$ cat config.mk
export PLATFORM = sky130hd
export DESIGN_NAME = disp_timing_bank
export DESIGN_NICKNAME = d
export VERILOG_FILES = /design/src/rtl/disp_timing_bank_pkg.sv /design/src/rtl/disp_timing_bank_ctl.sv /design/src/rtl/disp_timing_bank_dp.sv /design/src/rtl/disp_timing_bank.sv
export SDC_FILE = /design/constraint.sdc
export NUM_CORES = 1
export LEC_CHECK = 0
export ABC_AREA = 0
export BUFFER_PORTS_ARGS = -buffer_cell sky130_fd_sc_hd__buf_2
export CORE_UTILIZATION = 58
export CTS_CLUSTER_DIAMETER = 120
export DETAILED_ROUTE_END_ITERATION = 6
export GPL_TIMING_DRIVEN = 0
export PLACE_DENSITY = 0.86
export SETUP_SLACK_MARGIN = 0.2
export SLEW_MARGIN = 20
export SYNTH_ARGS = -nofsm -noshare
export SYNTH_HDL_FRONTEND = slang
export SYNTH_SLANG_ARGS = --single-unit
$ cat constraint.sdc
create_clock -name clk -period 2.9 [get_ports clk]
set_input_delay 0.58 -clock clk [delete_from_list [all_inputs] [get_ports clk]]
set_output_delay 0.58 -clock clk [all_outputs]
set_load 0.1 [all_outputs]
$ cat src/rtl/disp_timing_bank_pkg.sv
package disp_timing_bank_pkg;

  localparam int IDX_W     = 8;
  localparam int NUM_SLOTS = 12;
  localparam int SLOT_W    = $clog2(NUM_SLOTS);

  typedef enum logic [SLOT_W-1:0] {
    SL_STD_HTOT  = 4'd0,
    SL_STD_HDE   = 4'd1,
    SL_STD_VTOT  = 4'd2,
    SL_STD_VDE   = 4'd3,
    SL_CTRL      = 4'd4,
    SL_EXT_HTOT  = 4'd5,
    SL_EXT_HDE   = 4'd6,
    SL_AUX       = 4'd7,
    SL_V400_TOT  = 4'd8,
    SL_V400_DE   = 4'd9,
    SL_V350_TOT  = 4'd10,
    SL_V350_DE   = 4'd11
  } slot_e;

  localparam logic [IDX_W-1:0] IDX_STD_HTOT = 8'h00;
  localparam logic [IDX_W-1:0] IDX_STD_HDE  = 8'h01;
  localparam logic [IDX_W-1:0] IDX_STD_VTOT = 8'h02;
  localparam logic [IDX_W-1:0] IDX_STD_VDE  = 8'h03;
  localparam logic [IDX_W-1:0] IDX_CTRL     = 8'h10;
  localparam logic [IDX_W-1:0] IDX_EXT_HTOT = 8'h11;
  localparam logic [IDX_W-1:0] IDX_EXT_HDE  = 8'h12;
  localparam logic [IDX_W-1:0] IDX_AUX      = 8'h13;
  localparam logic [IDX_W-1:0] IDX_V400_TOT = 8'h20;
  localparam logic [IDX_W-1:0] IDX_V400_DE  = 8'h21;
  localparam logic [IDX_W-1:0] IDX_V350_TOT = 8'h22;
  localparam logic [IDX_W-1:0] IDX_V350_DE  = 8'h23;

  // standard slots are the ones the lock protects
  localparam logic [NUM_SLOTS-1:0] STD_SLOT_MASK = 12'b0000_0000_1111;

  // control byte bit positions
  localparam int CTRL_HEXT_BIT = 0;
  localparam int CTRL_VEXT_BIT = 1;
  localparam int CTRL_LOCK_BIT = 2;
  localparam int AUX_PICK_BIT  = 0;

  typedef enum logic [1:0] {
    VS_STD  = 2'd0,
    VS_400  = 2'd1,
    VS_350  = 2'd2
  } vsrc_e;

  typedef struct packed {
    logic                 valid;
    slot_e                slot;
  } idx_hit_t;

  typedef struct packed {
    logic [NUM_SLOTS-1:0] wrStb;
    logic [NUM_SLOTS-1:0] rdSel;
    logic                 miscWr;
  } bank_stb_t;

  function automatic idx_hit_t decodeIdx(input logic [IDX_W-1:0] idx);
    idx_hit_t h;
    h.valid = 1'b1;
    h.slot  = SL_STD_HTOT;
    case (idx)
      IDX_STD_HTOT: h.slot = SL_STD_HTOT;
      IDX_STD_HDE:  h.slot = SL_STD_HDE;
      IDX_STD_VTOT: h.slot = SL_STD_VTOT;
      IDX_STD_VDE:  h.slot = SL_STD_VDE;
      IDX_CTRL:     h.slot = SL_CTRL;
      IDX_EXT_HTOT: h.slot = SL_EXT_HTOT;
      IDX_EXT_HDE:  h.slot = SL_EXT_HDE;
      IDX_AUX:      h.slot = SL_AUX;
      IDX_V400_TOT: h.slot = SL_V400_TOT;
      IDX_V400_DE:  h.slot = SL_V400_DE;
      IDX_V350_TOT: h.slot = SL_V350_TOT;
      IDX_V350_DE:  h.slot = SL_V350_DE;
      default:      h.valid = 1'b0;
    endcase
    return h;
  endfunction

endpackage

$ cat src/rtl/disp_timing_bank_ctl.sv
module disp_timing_bank_ctl
  import disp_timing_bank_pkg::*;
(
  input  logic             clk,
  input  logic             rstN,
  input  logic             idxWe,
  input  logic [IDX_W-1:0] idxWrData,
  input  logic             dataWe,
  input  logic             miscWe,
  input  logic             lockOn,
  output bank_stb_t        stb
);

  logic [IDX_W-1:0] idxReg;
  logic [IDX_W-1:0] effIdx;
  idx_hit_t         wrHit;
  idx_hit_t         rdHit;

  always_ff @(posedge clk or negedge rstN) begin
    if (!rstN) idxReg <= '0;
    else if (idxWe) idxReg <= idxWrData;
  end

  // a same-cycle index write redirects the data write
  assign effIdx = idxWe ? idxWrData : idxReg;
  assign wrHit  = decodeIdx(effIdx);
  assign rdHit  = decodeIdx(idxReg);

  always_comb begin
    stb = '0;
    stb.miscWr = miscWe;
    for (int i = 0; i < NUM_SLOTS; i++) begin
      if (wrHit.valid && dataWe && (wrHit.slot == slot_e'(i))) begin
        stb.wrStb[i] = !(STD_SLOT_MASK[i] && lockOn);
      end
      if (rdHit.valid && (rdHit.slot == slot_e'(i))) begin
        stb.rdSel[i] = 1'b1;
      end
    end
  end


  wr_onehot_chk: assert property (@(posedge clk) disable iff (!rstN)
    $onehot0(stb.wrStb));


  rd_onehot_chk: assert property (@(posedge clk) disable iff (!rstN)
    $onehot0(stb.rdSel));


  lock_strobe_chk: assert property (@(posedge clk) disable iff (!rstN)
    lockOn |-> ((stb.wrStb & STD_SLOT_MASK) == '0));

endmodule

$ cat src/rtl/disp_timing_bank_dp.sv
module disp_timing_bank_dp
  import disp_timing_bank_pkg::*;
#(
  parameter int DATA_W      = 8,
  parameter int HTOT_OFFSET = 5,
  localparam int TOT_W      = DATA_W + 1
)(
  input  logic              clk,
  input  logic              rstN,
  input  bank_stb_t         stb,
  input  logic [DATA_W-1:0] dataWrData,
  input  logic [DATA_W-1:0] miscWrData,
  output logic [DATA_W-1:0] dataRdData,
  output logic [DATA_W-1:0] miscRdData,
  output logic              lockOn,
  output logic [TOT_W-1:0]  hTotal,
  output logic [DATA_W-1:0] hDispEnd,
  output logic [DATA_W-1:0] vTotal,
  output logic [DATA_W-1:0] vDispEnd
);

  localparam logic [DATA_W-1:0] CTRL_MASK = DATA_W'(8'h3F);
  localparam logic [DATA_W-1:0] AUX_MASK  = DATA_W'(1) << AUX_PICK_BIT;

  logic [DATA_W-1:0] regFile [NUM_SLOTS];
  logic [DATA_W-1:0] miscReg;
  vsrc_e             vSel;
  logic [1:0]        grpCode;

  function automatic logic [DATA_W-1:0] slotMask(input int s);
    if (s == int'(SL_CTRL)) return CTRL_MASK;
    if (s == int'(SL_AUX))  return AUX_MASK;
    return '1;
  endfunction

  for (genvar g = 0; g < NUM_SLOTS; g++) begin : gSlot
    always_ff @(posedge clk or negedge rstN) begin
      if (!rstN) regFile[g] <= '0;
      else if (stb.wrStb[g]) regFile[g] <= dataWrData & slotMask(g);
    end
  end

  always_ff @(posedge clk or negedge rstN) begin
    if (!rstN) miscReg <= '0;
    else if (stb.miscWr) miscReg <= miscWrData;
  end

  always_comb begin
    dataRdData = '0;
    for (int i = 0; i < NUM_SLOTS; i++) begin
      if (stb.rdSel[i]) dataRdData = dataRdData | regFile[i];
    end
  end

  assign miscRdData = miscReg;
  assign lockOn     = regFile[SL_CTRL][CTRL_LOCK_BIT];
  assign grpCode    = miscReg[DATA_W-1 -: 2];

  always_comb begin
    vSel = VS_STD;
    if (regFile[SL_CTRL][CTRL_VEXT_BIT]) begin
      case (grpCode)
        2'b01:   vSel = VS_400;
        2'b10:   vSel = VS_350;
        2'b11:   vSel = regFile[SL_AUX][AUX_PICK_BIT] ? VS_350 : VS_400;
        default: vSel = VS_STD;
      endcase
    end
  end

  always_comb begin
    if (regFile[SL_CTRL][CTRL_HEXT_BIT]) begin
      hTotal   = TOT_W'(regFile[SL_EXT_HTOT]) + TOT_W'(HTOT_OFFSET);
      hDispEnd = regFile[SL_EXT_HDE];
    end else begin
      hTotal   = TOT_W'(regFile[SL_STD_HTOT]);
      hDispEnd = regFile[SL_STD_HDE];
    end
    case (vSel)
      VS_400: begin
        vTotal   = regFile[SL_V400_TOT];
        vDispEnd = regFile[SL_V400_DE];
      end
      VS_350: begin
        vTotal   = regFile[SL_V350_TOT];
        vDispEnd = regFile[SL_V350_DE];
      end
      default: begin
        vTotal   = regFile[SL_STD_VTOT];
        vDispEnd = regFile[SL_STD_VDE];
      end
    endcase
  end


  std_frozen_chk: assert property (@(posedge clk) disable iff (!rstN)
    lockOn |=> ($stable(regFile[SL_STD_HTOT]) && $stable(regFile[SL_STD_HDE])
                && $stable(regFile[SL_STD_VTOT]) && $stable(regFile[SL_STD_VDE])));


  ctrl_rsvd_chk: assert property (@(posedge clk) disable iff (!rstN)
    regFile[SL_CTRL][DATA_W-1:DATA_W-2] == 2'b00);


  htot_floor_chk: assert property (@(posedge clk) disable iff (!rstN)
    regFile[SL_CTRL][CTRL_HEXT_BIT] |-> (hTotal >= TOT_W'(HTOT_OFFSET)));


  vsel_gate_chk: assert property (@(posedge clk) disable iff (!rstN)
    (vSel != VS_STD) |-> regFile[SL_CTRL][CTRL_VEXT_BIT]);


  grp_fallback_chk: assert property (@(posedge clk) disable iff (!rstN)
    (grpCode == 2'b00) |-> (vSel == VS_STD));

endmodule

$ cat src/rtl/disp_timing_bank.sv
module disp_timing_bank
  import disp_timing_bank_pkg::*;
#(
  parameter int DATA_W      = 8,
  parameter int HTOT_OFFSET = 5
)(
  input  logic              clk,
  input  logic              rstN,
  input  logic              idxWe,
  input  logic [IDX_W-1:0]  idxWrData,
  input  logic              dataWe,
  input  logic [DATA_W-1:0] dataWrData,
  output logic [DATA_W-1:0] dataRdData,
  input  logic              miscWe,
  input  logic [DATA_W-1:0] miscWrData,
  output logic [DATA_W-1:0] miscRdData,
  output logic [DATA_W:0]   hTotal,
  output logic [DATA_W-1:0] hDispEnd,
  output logic [DATA_W-1:0] vTotal,
  output logic [DATA_W-1:0] vDispEnd
);

  bank_stb_t stb;
  logic      lockOn;

  disp_timing_bank_ctl uCtl (
    .clk       (clk),
    .rstN      (rstN),
    .idxWe     (idxWe),
    .idxWrData (idxWrData),
    .dataWe    (dataWe),
    .miscWe    (miscWe),
    .lockOn    (lockOn),
    .stb       (stb)
  );

  disp_timing_bank_dp #(
    .DATA_W      (DATA_W),
    .HTOT_OFFSET (HTOT_OFFSET)
  ) uDp (
    .clk        (clk),
    .rstN       (rstN),
    .stb        (stb),
    .dataWrData (dataWrData),
    .miscWrData (miscWrData),
    .dataRdData (dataRdData),
    .miscRdData (miscRdData),
    .lockOn     (lockOn),
    .hTotal     (hTotal),
    .hDispEnd   (hDispEnd),
    .vTotal     (vTotal),
    .vDispEnd   (vDispEnd)
  );

endmodule

# After elaboration in Yosys (flattened, before gate mapping)
# Index checks and enable logic that the tools add are counted.
[op_classes] addsub=1 reduce_logical=32 bitwise_logic=11 n_mux=48 eq_ne=49
[op_table] op="8-bit two-way mux" count=14
[op_table] op="4-bit case mux with 11 select lines" count=2
[op_table] op="8-bit bitwise OR" count=9
[op_table] op="8-bit by 5-bit == test with 1-bit output, second input constant" count=8
[op_table] op="8-bit by 6-bit == test with 1-bit output, second input constant" count=8
[op_table] op="4-bit by 3-bit == test with 1-bit output, second input constant" count=8
[op_table] op="4-bit == test, second input constant" count=8
[op_table] op="8-bit by 2-bit == test with 1-bit output, second input constant" count=4
[op_table] op="8-bit case mux with 2 select lines" count=2
[op_table] op="1-bit two-way mux" count=26
[op_table] op="1-bit logical AND" count=25
[op_table] op="12-bit OR reduction" count=2
[op_table] op="4-bit by 2-bit == test with 1-bit output, second input constant" count=4
[op_table] op="8-bit by 1-bit == test with 1-bit output, second input constant" count=2
[op_table] op="8-bit zero test" count=2
[op_table] op="8-bit by 3-bit adder with 9-bit output, second input constant" count=1
[op_table] op="9-bit two-way mux" count=1
[op_table] op="4-bit by 1-bit == test with 1-bit output, second input constant" count=2
[op_table] op="4-bit zero test" count=2
[op_table] op="8-bit by 1-bit bitwise OR with 8-bit output" count=1
[op_table] op="8-bit by 6-bit bitwise OR with 8-bit output" count=1
[op_table] op="2-bit == test, second input constant" count=3
[op_table] op="2-bit case mux with 3 select lines" count=1
[op_table] op="2-bit by 1-bit == test with 1-bit output, second input constant" count=2
[op_table] op="2 further kinds" count=3
[totals] inputBits=29 out_inout_bits=49 word_cells=155 regBits=103

# Longest topological paths before layout
# Gate-level depths: netlist of the first run.
[logic_depth] ltp_word=28 depth_mapped=8

# By module
# A second synthesis of the first run with hierarchy kept.
[unflattened] cells_unflattened=451 hier_area_um2=5283.8
[by_module_without_submodules] module="disp_timing_bank_dp" n_inst=1 area_each_um2=4665.7 cells_per_inst=377
[by_module_without_submodules] module="disp_timing_bank_ctl" n_inst=1 area_each_um2=618.1 cells_per_inst=74

# Least setup slack after synthesis of the first run
# Ideal clock, no wire load.
[synth_timing] path_kind="reg-to-output" start="reg uDp.miscReg[6], in the netlist uDp.miscRdData[6]" end="out vDispEnd[6]" slack_ns=-1.844 arrival_ns=4.164 path_stages_with_launch=8 required_time_ns=2.320 path_cell_list="dfrtp_1 > inv_1 > o211ai_1 > ha_1 > clkbuf_1 > clkbuf_1 > a22oi_1 > o21ai_0"
[synth_between] elab_chain_cells=5 word_cells_on_any_way=8
[synth_rtl] item="start, declared" line_no="disp_timing_bank_dp.sv:26" rtl="logic [DATA_W-1:0] miscReg;"
[synth_rtl] item="start signal, assigned" line_no="disp_timing_bank_dp.sv:45" rtl="else if (stb.miscWr) miscReg <= miscWrData;"
[synth_rtl] item="2-bit == test / 2-bit by 1-bit == test with 1-bit output (equally long branches)" line_no="disp_timing_bank_dp.sv:62" rtl="case (grpCode)"
[synth_rtl] item="2-bit case mux with 3 select lines (*)" line_no="disp_timing_bank_dp.sv:62"
[synth_rtl] item="2-bit two-way mux (*)" line_no="disp_timing_bank_dp.sv:61" rtl="if (regFile[SL_CTRL][CTRL_VEXT_BIT]) begin"
[synth_rtl] item="2-bit == test / 2-bit by 1-bit == test with 1-bit output (equally long branches)" line_no="disp_timing_bank_dp.sv:79" rtl="case (vSel)"
[synth_rtl] item="8-bit case mux with 2 select lines (*)" line_no="disp_timing_bank_dp.sv:79"
[synth_rtl] item="end, declared" line_no="disp_timing_bank.sv:20" rtl="output logic [DATA_W-1:0] vDispEnd"
# Mark *: on every way between the ends. The rest lies on a longest branch, timed or not.

# Worst setup path in the final report of the first run
[layout_timing] start="reg uCtl.idxReg[2]" end="out dataRdData[0]"
[layout_between] elab_chain_cells=28 word_cells_on_any_way=74
[layout_rtl] item="start, declared" line_no="disp_timing_bank_ctl.sv:14" rtl="logic [IDX_W-1:0] idxReg;"
[layout_rtl] item="start signal, assigned" line_no="disp_timing_bank_ctl.sv:21" rtl="else if (idxWe) idxReg <= idxWrData;"
[layout_rtl] item="8-bit by 6-bit == test with 1-bit output (tied with other cells)" line_no="disp_timing_bank_pkg.sv:65" rtl="case (idx)"
[layout_rtl] item="4-bit case mux with 11 select lines / 12-bit OR reduction (equally long branches)"
[layout_rtl] item="4-bit zero test / 1-bit two-way mux (equally long branches)" line_no="disp_timing_bank_ctl.sv:36, disp_timing_bank_pkg.sv:65"
[layout_rtl] item="1-bit logical AND" line_no="disp_timing_bank_ctl.sv:36" rtl="if (rdHit.valid && (rdHit.slot == slot_e'(i))) begin"
[layout_rtl] item="1-bit two-way mux" line_no="disp_timing_bank_ctl.sv:36"
[layout_rtl] item="8-bit two-way mux" line_no="disp_timing_bank_dp.sv:51" rtl="if (stb.rdSel[i]) dataRdData = dataRdData | regFile[i];"
[layout_rtl] item="8-bit bitwise OR" line_no="disp_timing_bank_dp.sv:51"
[layout_rtl] item="8-bit two-way mux" line_no="disp_timing_bank_dp.sv:51"
[layout_rtl] item="(+12 left out)"
[layout_rtl] item="8-bit bitwise OR" line_no="disp_timing_bank_dp.sv:51"
[layout_rtl] item="8-bit two-way mux" line_no="disp_timing_bank_dp.sv:51"
[layout_rtl] item="8-bit bitwise OR" line_no="disp_timing_bank_dp.sv:51"
[layout_rtl] item="8-bit two-way mux" line_no="disp_timing_bank_dp.sv:51"
[layout_rtl] item="8-bit bitwise OR" line_no="disp_timing_bank_dp.sv:51"
[layout_rtl] item="8-bit two-way mux" line_no="disp_timing_bank_dp.sv:51"
[layout_rtl] item="8-bit bitwise OR" line_no="disp_timing_bank_dp.sv:51"
[layout_rtl] item="8-bit two-way mux (*)" line_no="disp_timing_bank_dp.sv:51"
[layout_rtl] item="end, declared" line_no="disp_timing_bank.sv:13" rtl="output logic [DATA_W-1:0] dataRdData,"
# Marked as above.

==> results.cfg, run 1 <==
[timing]
finalClockSkew_ns = 0.0126
setup_viol = 9
fmax_mhz = 300
fin_crit_ns = 3.33
layout_setup_ws_ns = -0.429
rsz0062_at_grt = yes
hold_viol = 0
post-route-period-util = 1.15
tightest_slew_ns = 0.617
slew_headroom = 0.581
report.final.slew_viol_count = 0
setup_tns_ns = -2.05

[global_route]
grt_max_degree = 61
grt_pass1_wl_mm = 29.5
grt_usage = 0.398
antenna_found_initial = 0
grt_pass1_vias = 5333
overflow = 0

[die]
dieArea_sq_mm = 0.0100
start_util = 0.600
die_x_um = 100
ios = 78
die_y_um = 100
rows = 35
core_area_sq_mm = 0.00928

[setup_path]
cpPeakStageDelay_ns = 0.52
startpoint_type = flip-flop
worstSetupEndpointType = output pin
crit_type = flip-flop to output pin
worstPathRequired_ns = 2.32
path_cells = nor4_4 -> and2_4 -> buf_6 -> a21oi_1 -> o22ai_1 -> or3_4 -> buf_12
cp_max_fo = 10
arrival_ns = 2.75
r2r_cells = 8
crit_slowest_cell = dfrtp_2

[power]
pwr-share-seq = 0.423
power_w = 0.00393
netSwitchingPower_w = 0.00157
p_per_area_mw_per_mm2 = 493
p_leak_nw = 3.56
clkPwrFrac = 0.249
peakVddDrop_v = 0.000461
power_frac_comb = 0.328
intPower_w = 0.00236
p_sw_frac = 0.399

[yosys]
syn_area_sq_mm = 0.00557
synth_edf_count = 0
synthAdderAreaFrac = 0.00674
synth_mux_area_frac = 0.237
avgSynthCellArea_sq_um = 11.6
synth-seq-area-share = 0.463
synth-async-reset-ratio = 1.00
synth_xor_area_frac = 0.00944
synth.ff_latch_count = 103
syn_inst = 482
synth_nets = 514
synthFlopType = dfrtp_1
synth-compound-area-share = 0.124
ys_types = 53
synth_simple_gate_area_frac = 0.131
synth_top_family_by_area = multiplexers
yosys_warnings = 0

[clock_network]
cts_tree = yes
root_buffer = clkbuf_8
clk_latency_ns = 0.39
cts_buffers = 9
clkSinkCount = 103
cts.htree.levels = 3
cts_max_path_buffers = 2
clkTransAtPathRegs_ns = 0.11

[layout]
nets = 653
drive_gt1_frac = 0.534
area_growth_pct = 43.2
layout_common_cells = dfrtp_1 (95), mux2_1 (62), mux2_2 (49)
n_antenna_cell = 0
final_common_cell = dfrtp_1

[flow_run]
max_cap_viol_count = 0

[placed_design]
numPortBuffers = 74
dpl.hpwl_mm = 11.1
place.gp.congestion = 0.929

[route]
ant_nets = 0
avgViaCountPerCell = 7.06
wl_mm = 21.1
vias = 5330
drtIter0Drc = 661
first_pass_iters = 7
drcViolationCount = 0
wl_per_cell_um = 28.0

[outcome]
violations = negative setup slack
status = complete, but fails checks

[worst_hold_path]
hold_path_class = input pin to asynchronous set/reset pin
==> routing by layer <==
layer | GRT usage | up-vias | routed length (um)
met1 | 0.476 | 2576 | 7110
met2 | 0.654 | 505 | 9870
li1 | - | 2079 | -
met4 | 0.222 | 0 | 1680
met3 | 0.111 | 170 | 2480
met5 | 0 | - | 0
==> metrics by stage <==
stage          cells  worst slack, ns  area (sq um)  hold slack [ns]  utilization
2_1_floorplan    482           -0.477          5830            0.284            -
3_3_place_gp     685           -0.580          6360            0.462        0.685
3_5_place_dp     686           -0.626          6400            0.483        0.689
4_1_cts          735           -0.136          7710            0.112        0.831
5_1_grt          755           -0.416          7980            0.124        0.859
6_report         755           -0.429          7980            0.105        0.859
==> layout make-up <==
type | count | area (sq um)
fillers | 436 | 1310
flip-flops and latches | 103 | 2590
well taps | 129 | 161
repair buffers | 128 | 1270
inverters | 5 | 18.8
clock buffers | 9 | 124
plain buffers | 35 | 340
clock inverters | 7 | 78.8
multi-input cells | 339 | 3390
==> synth_stat cells (3+ instances only) <==
cell | count | area share
buf_4 | 3 | 0.0040
and3_1 | 3 | 0.0034
ha_1 | 3 | 0.0067
and2_1 | 3 | 0.0034
nand2_1 | 32 | 0.022
clkbuf_1 | 25 | 0.017
nand4_1 | 3 | 0.0034
nor2b_1 | 14 | 0.016
inv_1 | 3 | 0.0020
o22ai_1 | 7 | 0.0079
or3_1 | 6 | 0.0067
nand4_4 | 8 | 0.031
xnor2_1 | 4 | 0.0063
mux2_1 | 62 | 0.13
o21ai_0 | 22 | 0.020
a31oi_1 | 3 | 0.0034
nand3_1 | 6 | 0.0054
buf_2 | 5 | 0.0045
a21oi_1 | 15 | 0.013
nor2_1 | 19 | 0.013
dfrtp_1 | 103 | 0.46
mux2i_1 | 4 | 0.0072
a22oi_1 | 36 | 0.049
mux2_2 | 49 | 0.099
a32oi_1 | 3 | 0.0047
==> flip-flops by register name, summed over array words and instances, names as in the netlist <==
register / flops
uCtl.idxReg: 8
uDp.lockOn: 1
uDp.miscRdData: 8
uDp.regFile: 86
==> worst paths after layout <==
path / from / slack (ns) / endpoint
setup / recovery: uCtl.idxReg[2] / -0.43 / dataRdData[0]
hold / removal: rstN / 0.11 / uDp.regFile[59]
setup reg to reg: uCtl.idxReg[6] / 0.21 / uDp.regFile[25]
hold reg to reg: uDp.regFile[59] / 0.52 / uDp.regFile[59]
max in group asynchronous: rstN / 2.13 / uDp.miscRdData[6]
min in group clk: miscWrData[6] / 0.40 / uDp.miscRdData[6]
==> repair_timing <==
item,CTS,global route
endpoints found under the setup margin,38,50
gates cloned,3,2
resized for setup,200,33
setup buffers,30,18
hold buffers,0,0
pin swaps,44,32
==> power groups by stage <==
stage	Combinational (W)	Clock, W	Sequential, W
final	0.00129	0.000978	0.00166
after global routing	0.00133	0.00102	0.00167
after CTS	0.00116	0.000951	0.00164
after detailed placement	0.000967	0	0.00166
after global placement	0.000948	0	0.00165
after floorplan	0.000692	0	0.00170
==> cell families (layout without fill, tap and decap cells) <==
family / count (synthesis) / in the layout
multiplexers: 117 / 117
buffers and inverters: 40 / 184
XOR/XNOR: 6 / 6
adder cells (fa/ha/maj): 3 / 3
AO/OA/AOI/OAI: 102 / 102
flip-flops: 103 / 103
AND/OR/NAND/NOR: 111 / 111
==> worst max-delay path, delay by kind of cell, from the launching register on <==
family          cells  cell delay (ns)
compound gates      2             0.54
buf+inv             2             0.32
simple gates        3             0.96
flops               1             0.52
(Power assumes the default switching activity.)
==> run 2, diff against run 1 <==
--- a/config.mk
+++ b/config.mk
@@ -12,7 +12,6 @@
 export DETAILED_ROUTE_END_ITERATION = 6
 export GPL_TIMING_DRIVEN = 0
 export PLACE_DENSITY = 0.86
-export SETUP_SLACK_MARGIN = 0.2
 export SLEW_MARGIN = 20
 export SYNTH_ARGS = -nofsm -noshare
 export SYNTH_HDL_FRONTEND = slang
==> run 2 against run 1 <==
  * Sequential share of layout area grew 2.5 points
  * The run still ends with negative setup slack left
  * Power shrank 5.0%
  * First-iteration DRC count decreased by 36%
  * Design area down 7.1%
  * Final cell count shrank 2.8%
  * Utilization down 6.1 points
  * Wire length down 15%
==> results.cfg, run 2 (synthesized netlist as in run 1, its figures left out) <==
[route]
wl_per_cell_um = 24.5
wl_mm = 18.0
drtIter0Drc = 421
first_pass_iters = 5
drcViolationCount = 0
avgViaCountPerCell = 6.77
ant_nets = 0
vias = 4966

[layout]
drive_gt1_frac = 0.471
final_util = 0.799
n_antenna_cell = 0
largest_register_ffs = 86
largest_register = uDp.regFile
layout_common_cells = dfrtp_1 (95), mux2_1 (62), buf_2 (53)
nets = 632
area_growth_pct = 33.1
fill_cells = 539
finalInstanceArea_sq_mm = 0.00741
final_common_cell = dfrtp_1

[die]
dieArea_sq_mm = 0.0100
rows = 35
core_area_sq_mm = 0.00928
start_util = 0.600
die_x_um = 100
ios = 78
die_y_um = 100

[global_route]
grt_pass1_vias = 4939
overflow = 0
antenna_found_initial = 0
grt_pass1_wl_mm = 26.3
grt_usage = 0.354
grt_max_degree = 57

[clock_network]
hold_buffers = 0
cts_max_path_buffers = 2
cts.htree.levels = 3
root_buffer = clkbuf_8
clkTransAtPathRegs_ns = 0.09
cts_buffers = 9
clk_latency_ns = 0.39
cts_tree = yes
clkSinkCount = 103

[timing]
hold_viol = 0
layout_setup_ws_ns = -0.280
rsz0062_at_grt = yes
slew_headroom = 0.565
post-route-period-util = 1.10
tightest_slew_ns = 0.640
fmax_mhz = 314
finalClockSkew_ns = 0.0143
fin_crit_ns = 3.18
report.final.slew_viol_count = 0
setup_viol = 8

[setup_path]
worstPathRequired_ns = 2.32
worstSetupEndpointType = output pin
startpoint_type = flip-flop
cpMostUsedCell = buf_12
cp_num_buf_inv = 3
arrival_ns = 2.60
cp_max_fo = 6
cpLargestDelayFamily = simple AND/OR/NAND/NOR gates
cpPeakStageDelay_ns = 0.56
crit_type = flip-flop to output pin
crit_slowest_cell = or4_4
path_cells = or4_4 -> nor3_4 -> buf_12 -> buf_4 -> a22oi_2 -> o22ai_1 -> or3_4 -> buf_12

[placed_design]
place.gp.congestion = 0.987
placed_area_sq_mm = 0.00637
dpl.hpwl_mm = 11.3
numPortBuffers = 74

[power]
power_w = 0.00373
p_per_area_mw_per_mm2 = 504
peakVddDrop_v = 0.000432
p_leak_nw = 3.36

[worst_hold_path]
hold_path_class = input pin to asynchronous set/reset pin

[outcome]
violations = negative setup slack
status = complete, but fails checks

[flow_run]
max_cap_viol_count = 0
-- run 2: cell types whose count changed in the layout (fill, tap and decap cells not counted), moves of 5 or more --
cell / change
a22oi_1: +17
a22oi_2: -17
buf_12: -15
buf_2: +5
buf_4: -6
buf_6: +5
clkbuf_16: -6
-- run 2: through the flow --
step | TNS (ns) | hold WS [ns] | cells | setup slack [ns]
6_report | -1.31 | 0.118 | 734 | -0.280
5_1_grt | -1.80 | 0.156 | 734 | -0.256
4_1_cts | -0.988 | 0.132 | 714 | -0.192
3_5_place_dp | -5.78 | 0.475 | 686 | -0.612
3_3_place_gp | -5.48 | 0.465 | 685 | -0.583
2_1_floorplan | -0.490 | 0.284 | 482 | -0.477
-- run 2: final timing paths --
kind	startpoint	end	slack, ns	depth (start not counted)
worst max-delay path	uCtl.idxReg[3]	dataRdData[0]	-0.28	8
worst min-delay path	rstN	uDp.regFile[87]	0.12	1
worst max register to register	uCtl.idxReg[3]	uDp.regFile[57]	0.20	8
worst min register to register	uDp.regFile[60]	uDp.regFile[60]	0.51	1
max in group asynchronous	rstN	uCtl.idxReg[1]	2.12	2
min in group clk	dataWrData[3]	uDp.regFile[27]	0.41	2
-- run 2: layer usage --
metal | vias to the layer above | GRT usage | wire (um)
met5 | - | 0 | 0
met4 | 0 | 0.177 | 1020
met3 | 99 | 0.0724 | 1550
met2 | 363 | 0.608 | 8900
met1 | 2466 | 0.425 | 6500
li1 | 2038 | - | -
-- run 2: what timing repair did --
action,CTS,global route
setup buffers,15,20
pin swaps,11,18
resized for setup,110,47
endpoints found under the setup margin,24,25
cloned,0,0
-- run 2: layout make-up --
cell class,count,area [sq um],area share
multi-input cells,339,3280,0.442
flip-flops and latches,103,2590,0.350
repair buffers,110,921,0.124
plain buffers,32,234,0.0316
well taps,129,161,0.0218
clock buffers,12,155,0.0209
clock inverters,4,52.6,0.00709
inverters,5,18.8,0.00253
-- run 2: where the power goes --
part / internal (W) / switching [W] / total (W)
clock: 0.000450 / 0.000516 / 0.000966
combinational: 0.000318 / 0.000805 / 0.00112
sequential: 0.00154 / 0.000108 / 0.00164
total: 0.00230 / 0.00143 / 0.00373
